<file path="src/rtl/irq_deleg_pkg.sv">
package irq_deleg_pkg;

  localparam int IRQ_W   = 14;
  localparam int CAUSE_W = $clog2(IRQ_W);

  typedef logic [IRQ_W-1:0] irq_vec_t;

  // bit positions of the interrupt lines
  localparam int B_SSW  = 1;
  localparam int B_MSW  = 3;
  localparam int B_STMR = 5;
  localparam int B_HTMR = 6;
  localparam int B_MTMR = 7;
  localparam int B_SDEV = 9;
  localparam int B_HDEV = 10;
  localparam int B_MDEV = 11;
  localparam int B_COP  = 12;
  localparam int B_HOST = 13;

  localparam irq_vec_t ONE = irq_vec_t'(1);

  localparam irq_vec_t DLG_WMASK   = (ONE << B_SSW) | (ONE << B_STMR) |
                                     (ONE << B_COP) | (ONE << B_HOST);
  localparam irq_vec_t ENAB_WMASK  = DLG_WMASK | (ONE << B_MSW) | (ONE << B_MTMR);
  localparam irq_vec_t PEND_SWMASK = (ONE << B_SSW) | (ONE << B_STMR) | (ONE << B_MSW);
  localparam irq_vec_t PEND_HWMASK = (ONE << B_MTMR) | (ONE << B_SDEV) | (ONE << B_HDEV) |
                                     (ONE << B_MDEV) | (ONE << B_COP)  | (ONE << B_HOST);

  typedef enum logic [1:0] {
    PRIV_U = 2'd0,
    PRIV_S = 2'd1,
    PRIV_H = 2'd2,
    PRIV_M = 2'd3
  } priv_e;

  typedef enum logic [2:0] {
    SEL_NONE,
    SEL_MPEND,
    SEL_MENAB,
    SEL_DLG,
    SEL_SPEND,
    SEL_SENAB
  } csr_sel_e;

endpackage

</file>
<file path="src/rtl/irq_csr_regs.sv">
module irq_csr_regs
  import irq_deleg_pkg::*;
#(
  parameter int          XLEN    = 32,
  parameter logic [11:0] A_MPEND = 12'h344,
  parameter logic [11:0] A_MENAB = 12'h304,
  parameter logic [11:0] A_DLG   = 12'h303,
  parameter logic [11:0] A_SPEND = 12'h144,
  parameter logic [11:0] A_SENAB = 12'h104
) (
  input  logic            clk,
  input  logic            rst_n,
  input  logic            we_i,
  input  logic [11:0]     addr_i,
  input  logic [XLEN-1:0] wdata_i,
  input  irq_vec_t        hw_lines_i,
  output irq_vec_t        pend_o,
  output irq_vec_t        enab_o,
  output irq_vec_t        dlg_o,
  output logic [XLEN-1:0] rdata_o
);

  csr_sel_e sel;
  irq_vec_t pend_q, enab_q, dlg_q;
  irq_vec_t pend_d, enab_d, dlg_d;
  irq_vec_t pend_src, enab_src;
  irq_vec_t wv;
  logic     unused_whi;

  assign wv         = wdata_i[IRQ_W-1:0];
  assign unused_whi = ^wdata_i[XLEN-1:IRQ_W];

  always_comb begin
    if      (addr_i == A_MPEND) sel = SEL_MPEND;
    else if (addr_i == A_MENAB) sel = SEL_MENAB;
    else if (addr_i == A_DLG)   sel = SEL_DLG;
    else if (addr_i == A_SPEND) sel = SEL_SPEND;
    else if (addr_i == A_SENAB) sel = SEL_SENAB;
    else                        sel = SEL_NONE;
  end

  // supervisor views merge through the delegation register first
  always_comb begin
    pend_src = pend_q;
    enab_src = enab_q;
    if (sel == SEL_MPEND) pend_src = wv;
    if (sel == SEL_SPEND) pend_src = (pend_q & ~dlg_q) | (wv & dlg_q);
    if (sel == SEL_MENAB) enab_src = wv;
    if (sel == SEL_SENAB) enab_src = (enab_q & ~dlg_q) | (wv & dlg_q);
  end

  always_comb begin
    pend_d = pend_q;
    enab_d = enab_q;
    dlg_d  = dlg_q;
    if (we_i && (sel == SEL_MPEND || sel == SEL_SPEND))
      pend_d = (pend_q & ~PEND_SWMASK) | (pend_src & PEND_SWMASK);
    if (we_i && (sel == SEL_MENAB || sel == SEL_SENAB))
      enab_d = (enab_q & ~ENAB_WMASK) | (enab_src & ENAB_WMASK);
    if (we_i && sel == SEL_DLG)
      dlg_d = (dlg_q & ~DLG_WMASK) | (wv & DLG_WMASK);
    // hardware-owned pending bits follow the lines every cycle
    pend_d = (pend_d & ~PEND_HWMASK) | (hw_lines_i & PEND_HWMASK);
  end

  always_ff @(posedge clk or negedge rst_n) begin
    if (!rst_n) begin
      pend_q <= '0;
      enab_q <= '0;
      dlg_q  <= '0;
    end else begin
      pend_q <= pend_d;
      enab_q <= enab_d;
      dlg_q  <= dlg_d;
    end
  end

  always_comb begin
    unique case (sel)
      SEL_MPEND: rdata_o = XLEN'(pend_q);
      SEL_MENAB: rdata_o = XLEN'(enab_q);
      SEL_DLG:   rdata_o = XLEN'(dlg_q);
      SEL_SPEND: rdata_o = XLEN'(pend_q & dlg_q);
      SEL_SENAB: rdata_o = XLEN'(enab_q & dlg_q);
      default:   rdata_o = '0;
    endcase
  end

  assign pend_o = pend_q;
  assign enab_o = enab_q;
  assign dlg_o  = dlg_q;


  dlg_hold_chk: assert property (@(posedge clk) disable iff (!rst_n)
    !(we_i && sel == SEL_DLG) |=> $stable(dlg_q));


  enab_hold_chk: assert property (@(posedge clk) disable iff (!rst_n)
    !(we_i && (sel == SEL_MENAB || sel == SEL_SENAB)) |=> $stable(enab_q));


  hw_follow_chk: assert property (@(posedge clk) disable iff (!rst_n)
    1'b1 |=> ((pend_q & PEND_HWMASK) == ($past(hw_lines_i) & PEND_HWMASK)));


  sview_keep_chk: assert property (@(posedge clk) disable iff (!rst_n)
    (we_i && sel == SEL_SPEND) |=>
      ((pend_q & ~$past(dlg_q) & PEND_SWMASK) ==
       ($past(pend_q) & ~$past(dlg_q) & PEND_SWMASK)));

endmodule

</file>
<file path="src/rtl/irq_level_gate.sv">
module irq_level_gate
  import irq_deleg_pkg::*;
(
  input  logic     clk,
  input  logic     rst_n,
  input  logic [1:0] priv_i,
  input  logic     m_gie_i,
  input  logic     s_gie_i,
  input  irq_vec_t pend_i,
  input  irq_vec_t enab_i,
  input  irq_vec_t dlg_i,
  output irq_vec_t elig_o
);

  logic     m_ok, s_ok;
  irq_vec_t armed;

  assign armed = pend_i & enab_i;
  assign m_ok  = (priv_i != PRIV_M) || m_gie_i;
  assign s_ok  = (priv_i == PRIV_U) || (priv_i == PRIV_S && s_gie_i);

  assign elig_o = (armed & ~dlg_i & {IRQ_W{m_ok}}) |
                  (armed &  dlg_i & {IRQ_W{s_ok}});


  m_masked_chk: assert property (@(posedge clk) disable iff (!rst_n)
    (priv_i == PRIV_M && !m_gie_i) |-> ((elig_o & ~dlg_i) == '0));


  s_blocked_chk: assert property (@(posedge clk) disable iff (!rst_n)
    (priv_i == PRIV_M || priv_i == PRIV_H) |-> ((elig_o & dlg_i) == '0));


  elig_subset_chk: assert property (@(posedge clk) disable iff (!rst_n)
    ((elig_o & ~(pend_i & enab_i)) == '0));

endmodule

</file>
<file path="src/rtl/irq_lowest_pick.sv">
module irq_lowest_pick
  import irq_deleg_pkg::*;
(
  input  logic               clk,
  input  logic               rst_n,
  input  irq_vec_t           vec_i,
  output logic               take_o,
  output logic [CAUSE_W-1:0] cause_o
);

  irq_vec_t first;

  for (genvar g = 0; g < IRQ_W; g++) begin : g_scan
    localparam irq_vec_t LOWER = (ONE << g) - ONE;
    assign first[g] = vec_i[g] & ~(|(vec_i & LOWER));
  end

  always_comb begin
    cause_o = '0;
    for (int i = 0; i < IRQ_W; i++)
      if (first[i]) cause_o = cause_o | CAUSE_W'(i);
  end

  assign take_o = |vec_i;


  win_valid_chk: assert property (@(posedge clk) disable iff (!rst_n)
    take_o |-> vec_i[cause_o]);


  win_lowest_chk: assert property (@(posedge clk) disable iff (!rst_n)
    take_o |-> ((vec_i & ((ONE << cause_o) - ONE)) == '0));


  idle_cause_chk: assert property (@(posedge clk) disable iff (!rst_n)
    !take_o |-> (cause_o == '0));

endmodule

</file>
<file path="src/rtl/irq_deleg_sel.sv">
module irq_deleg_sel
  import irq_deleg_pkg::*;
#(
  parameter int          XLEN    = 32,
  parameter logic [11:0] A_MPEND = 12'h344,
  parameter logic [11:0] A_MENAB = 12'h304,
  parameter logic [11:0] A_DLG   = 12'h303,
  parameter logic [11:0] A_SPEND = 12'h144,
  parameter logic [11:0] A_SENAB = 12'h104
) (
  input  logic               clk,
  input  logic               rst_n,
  input  logic [1:0]         priv_i,
  input  logic               m_gie_i,
  input  logic               s_gie_i,
  input  logic               mtimer_i,
  input  logic               sdev_i,
  input  logic               hdev_i,
  input  logic               mdev_i,
  input  logic               cop_i,
  input  logic               host_i,
  input  logic               csr_we_i,
  input  logic [11:0]        csr_addr_i,
  input  logic [XLEN-1:0]    csr_wdata_i,
  output logic [XLEN-1:0]    csr_rdata_o,
  output logic               take_o,
  output logic [CAUSE_W-1:0] cause_o
);

  irq_vec_t hw_lines, pend, enab, dlg, elig;

  always_comb begin
    hw_lines         = '0;
    hw_lines[B_MTMR] = mtimer_i;
    hw_lines[B_SDEV] = sdev_i;
    hw_lines[B_HDEV] = hdev_i;
    hw_lines[B_MDEV] = mdev_i;
    hw_lines[B_COP]  = cop_i;
    hw_lines[B_HOST] = host_i;
  end

  irq_csr_regs #(
    .XLEN(XLEN), .A_MPEND(A_MPEND), .A_MENAB(A_MENAB), .A_DLG(A_DLG),
    .A_SPEND(A_SPEND), .A_SENAB(A_SENAB)
  ) regs_i (
    .clk(clk), .rst_n(rst_n), .we_i(csr_we_i), .addr_i(csr_addr_i),
    .wdata_i(csr_wdata_i), .hw_lines_i(hw_lines), .pend_o(pend),
    .enab_o(enab), .dlg_o(dlg), .rdata_o(csr_rdata_o)
  );

  irq_level_gate gate_i (
    .clk(clk), .rst_n(rst_n), .priv_i(priv_i), .m_gie_i(m_gie_i),
    .s_gie_i(s_gie_i), .pend_i(pend), .enab_i(enab), .dlg_i(dlg),
    .elig_o(elig)
  );

  irq_lowest_pick pick_i (
    .clk(clk), .rst_n(rst_n), .vec_i(elig), .take_o(take_o), .cause_o(cause_o)
  );


  no_dlg_in_m_chk: assert property (@(posedge clk) disable iff (!rst_n)
    (take_o && priv_i == PRIV_M) |-> !dlg[cause_o]);


  reset_idle_chk: assert property (@(posedge clk)
    !rst_n |=> (!take_o && pend == '0 && enab == '0 && dlg == '0) || !rst_n);

endmodule

</file>
<file path="config.mk">
export PLATFORM = sky130hd
export DESIGN_NAME = irq_deleg_sel
export DESIGN_NICKNAME = d
export VERILOG_FILES = /design/src/rtl/irq_deleg_pkg.sv /design/src/rtl/irq_csr_regs.sv /design/src/rtl/irq_level_gate.sv /design/src/rtl/irq_lowest_pick.sv /design/src/rtl/irq_deleg_sel.sv
export SDC_FILE = /design/constraint.sdc
export NUM_CORES = 1
export LEC_CHECK = 0
export BUFFER_PORTS_ARGS = -buffer_cell sky130_fd_sc_hd__buf_2
export CORE_MARGIN = 5
export CORE_UTILIZATION = 50
export DETAILED_ROUTE_END_ITERATION = 8
export GPL_TIMING_DRIVEN = 0
export PLACE_DENSITY = 0.85
export SYNTH_ARGS = -nofsm -noshare
export SYNTH_HDL_FRONTEND = slang
export SYNTH_HIERARCHICAL = 1
export SYNTH_SLANG_ARGS = --single-unit
</file>
<file path="constraint.sdc">
create_clock -name clk -period 4.25 [get_ports clk]
set_clock_uncertainty 0.15 [all_clocks]
set_input_delay 1.0625 -clock clk [delete_from_list [all_inputs] [get_ports clk]]
set_output_delay 1.0625 -clock clk [all_outputs]
set_load 0.01 [all_outputs]
</file>
==> flow_summary_export.csv <==
group,metric,value,unit
drt,wire_per_inst,11.6,um
setup_path,critPathMaxFanout,10,
clocking,cts_buffers,3,
sta,holdWs,0.402,ns
clocking,postCtsResizedCells,0,
layout,fillers,347,
drt,drc,0,
layout,fin_nets,354,
die,start_util,0.525,
setup_path,start_kind,"input port",
clocking,cts_tree,"yes",
die,dieArea,5280,sq um
setup_path,cp.arrival,2.65,ns
die,io_pins,94,
power,power.density,180,nW/um^2
outcome,status,"finished, final reports clean",
clocking,insertion_delay,0.25,ns
clocking,cts_max_path_buffers,2,
layout,syn2layout_area_growth,24.9,%
place,port-buffer-count,43,
synth,netlist_area,1960,sq um
global_route,globalRouteTotalUtil,0.153,
global_route,grtUsageMet3,0.0193,
synth,synth_area_per_cell,9.63,sq um
clocking,cts-hold-fix-buffers,0,
worst_hold_path,hold_class,"reg -> reg",
drt,routed_wirelength,3970,um
setup_path,end_kind,"output pin",
drt,firstDrtPassIters,4,
global_route,grtUsageMet1,0.199,
sta,setup-violations-final,0,
clocking,clk_pin_slew,0.06,ns
drt,vias,1690,
setup_path,reg2reg_slack,2.80,ns
global_route,grt_pass1_wl,6670,um
sta,finalCriticalPeriod,3.86,ns
global_route,gr-usage-met2,0.266,
drt,postRouteAntennaNets,0,
clocking,h-tree-depth,1,
place,place_area,2410,sq um
global_route,busiest_layer,"met2",
global_route,grt_overflow,0,
layout,final_area,2450,sq um
power,power_leakage,0.00120,uW
die,rows,22,
die,core,3740,sq um
global_route,grt_pass1_vias,1550,
sta,fmax,259,MHz
sta,max_slew_margin,0.574,
place,post-dp-hpwl,3340,um
die,die_h,72.7,um
synth,synthCells,204,
power,ir_drop,0.204,mV
place,gp_congestion,0.870,
clocking,clockRootBuffer,"clkbuf_8",
clocking,post_cts_buffers,0,
sta,rsz0062_at_grt,"no",
sta,setup_tns,0,ns
layout,drive_gt1_frac,0.422,
setup_path,critPathKind,"in -> out",
run,cap_violations,0,
synth,ys.warnings.count,6,
die,die_x,72.7,um
drt,viasPerCell,4.91,
sta,slew_viol_final,0,
sta,hold_viol_final,0,
layout,diodes,0,
global_route,grt_max_degree,20,
sta,period_share,0.908,
drt,drtIter0Drc,66,
clocking,cts_num_sinks,19,
sta,tightest_slew,0.637,ns
setup_path,cp.required,3.04,ns
global_route,antenna_found_initial,0,
[per-stage QoR]
stage / power (uW) / instances / util / setup slack [ns]
5_1_grt: 468 / 344 / 0.655 / 0.183
3_3_place_gp: 317 / 340 / 0.643 / 0.399
6_report: 442 / 344 / 0.655 / 0.392
3_5_place_dp: 319 / 340 / 0.643 / 0.389
4_1_cts: 440 / 344 / 0.655 / 0.385
2_1_floorplan: 288 / 249 / - / 0.695
[cell type report]
class | instances | area (sq um) | share of cell area
plain buffers | 54 | 410 | 0.167
flip-flops and latches | 19 | 475 | 0.194
inverters | 2 | 7.51 | 0.00306
multi-input cells | 174 | 1240 | 0.505
well taps | 48 | 60.1 | 0.0245
clock buffers | 4 | 45.0 | 0.0184
repair buffers | 43 | 215 | 0.0877
[worst max-delay path, stage by stage]
cell	delay, ns
buf_2	0.08
nor2b_2	0.22
buf_4	0.25
o32ai_2	0.15
nor4_4	0.40
o211ai_1	0.18
o311ai_1	0.11
buf_2	0.18
[flip-flops by register name (all words and copies together) (netlist names)]
name           cells
regs_i/dlg_o       4
regs_i/pend_o      9
regs_i/enab_o      6
[final timing paths]
kind	end	cells past startpoint	from
max in group asynchronous	regs_i/pend_o[9]	1	rst_n
min reg2reg	regs_i/enab_o[3]	1	regs_i/enab_o[3]
max	cause_o[1]	8	priv_i[0]
min	regs_i/enab_o[3]	1	regs_i/enab_o[3]
min in group asynchronous	regs_i/dlg_o[1]	1	rst_n
max reg2reg	regs_i/pend_o[5]	3	regs_i/dlg_o[5]
[power by group]
group	switching [uW]	internal (uW)	total [uW]
Sequential	3.05	184	187
Clock	55.5	66.6	122
Combinational	66.1	66.2	132
Total	125	317	442
[layer usage]
metal  wire length [um]  vias to the layer above
li1                   -                      865
met4                 34                        0
met1               1670                      766
met3                254                        4
met2               2020                       55
met5                  0                        -
[layout by cell type, fill, tap and decap left out, drive strengths merged, types with 3 or more instances in the layout]
master  instances
buf            95
conb           46
dfrtp          19
nand3          15
nand3b         14
o32ai          14
mux2           13
nor2            8
nand4           7
nand2           7
clkbuf          6
a32oi           4
nor3            4
mux2i           3
or2             3
a21oi           3
o22ai           3
and2            3
nor4            3
nor2b           3
No activity file was read; power rests on OpenSTA's default activity.
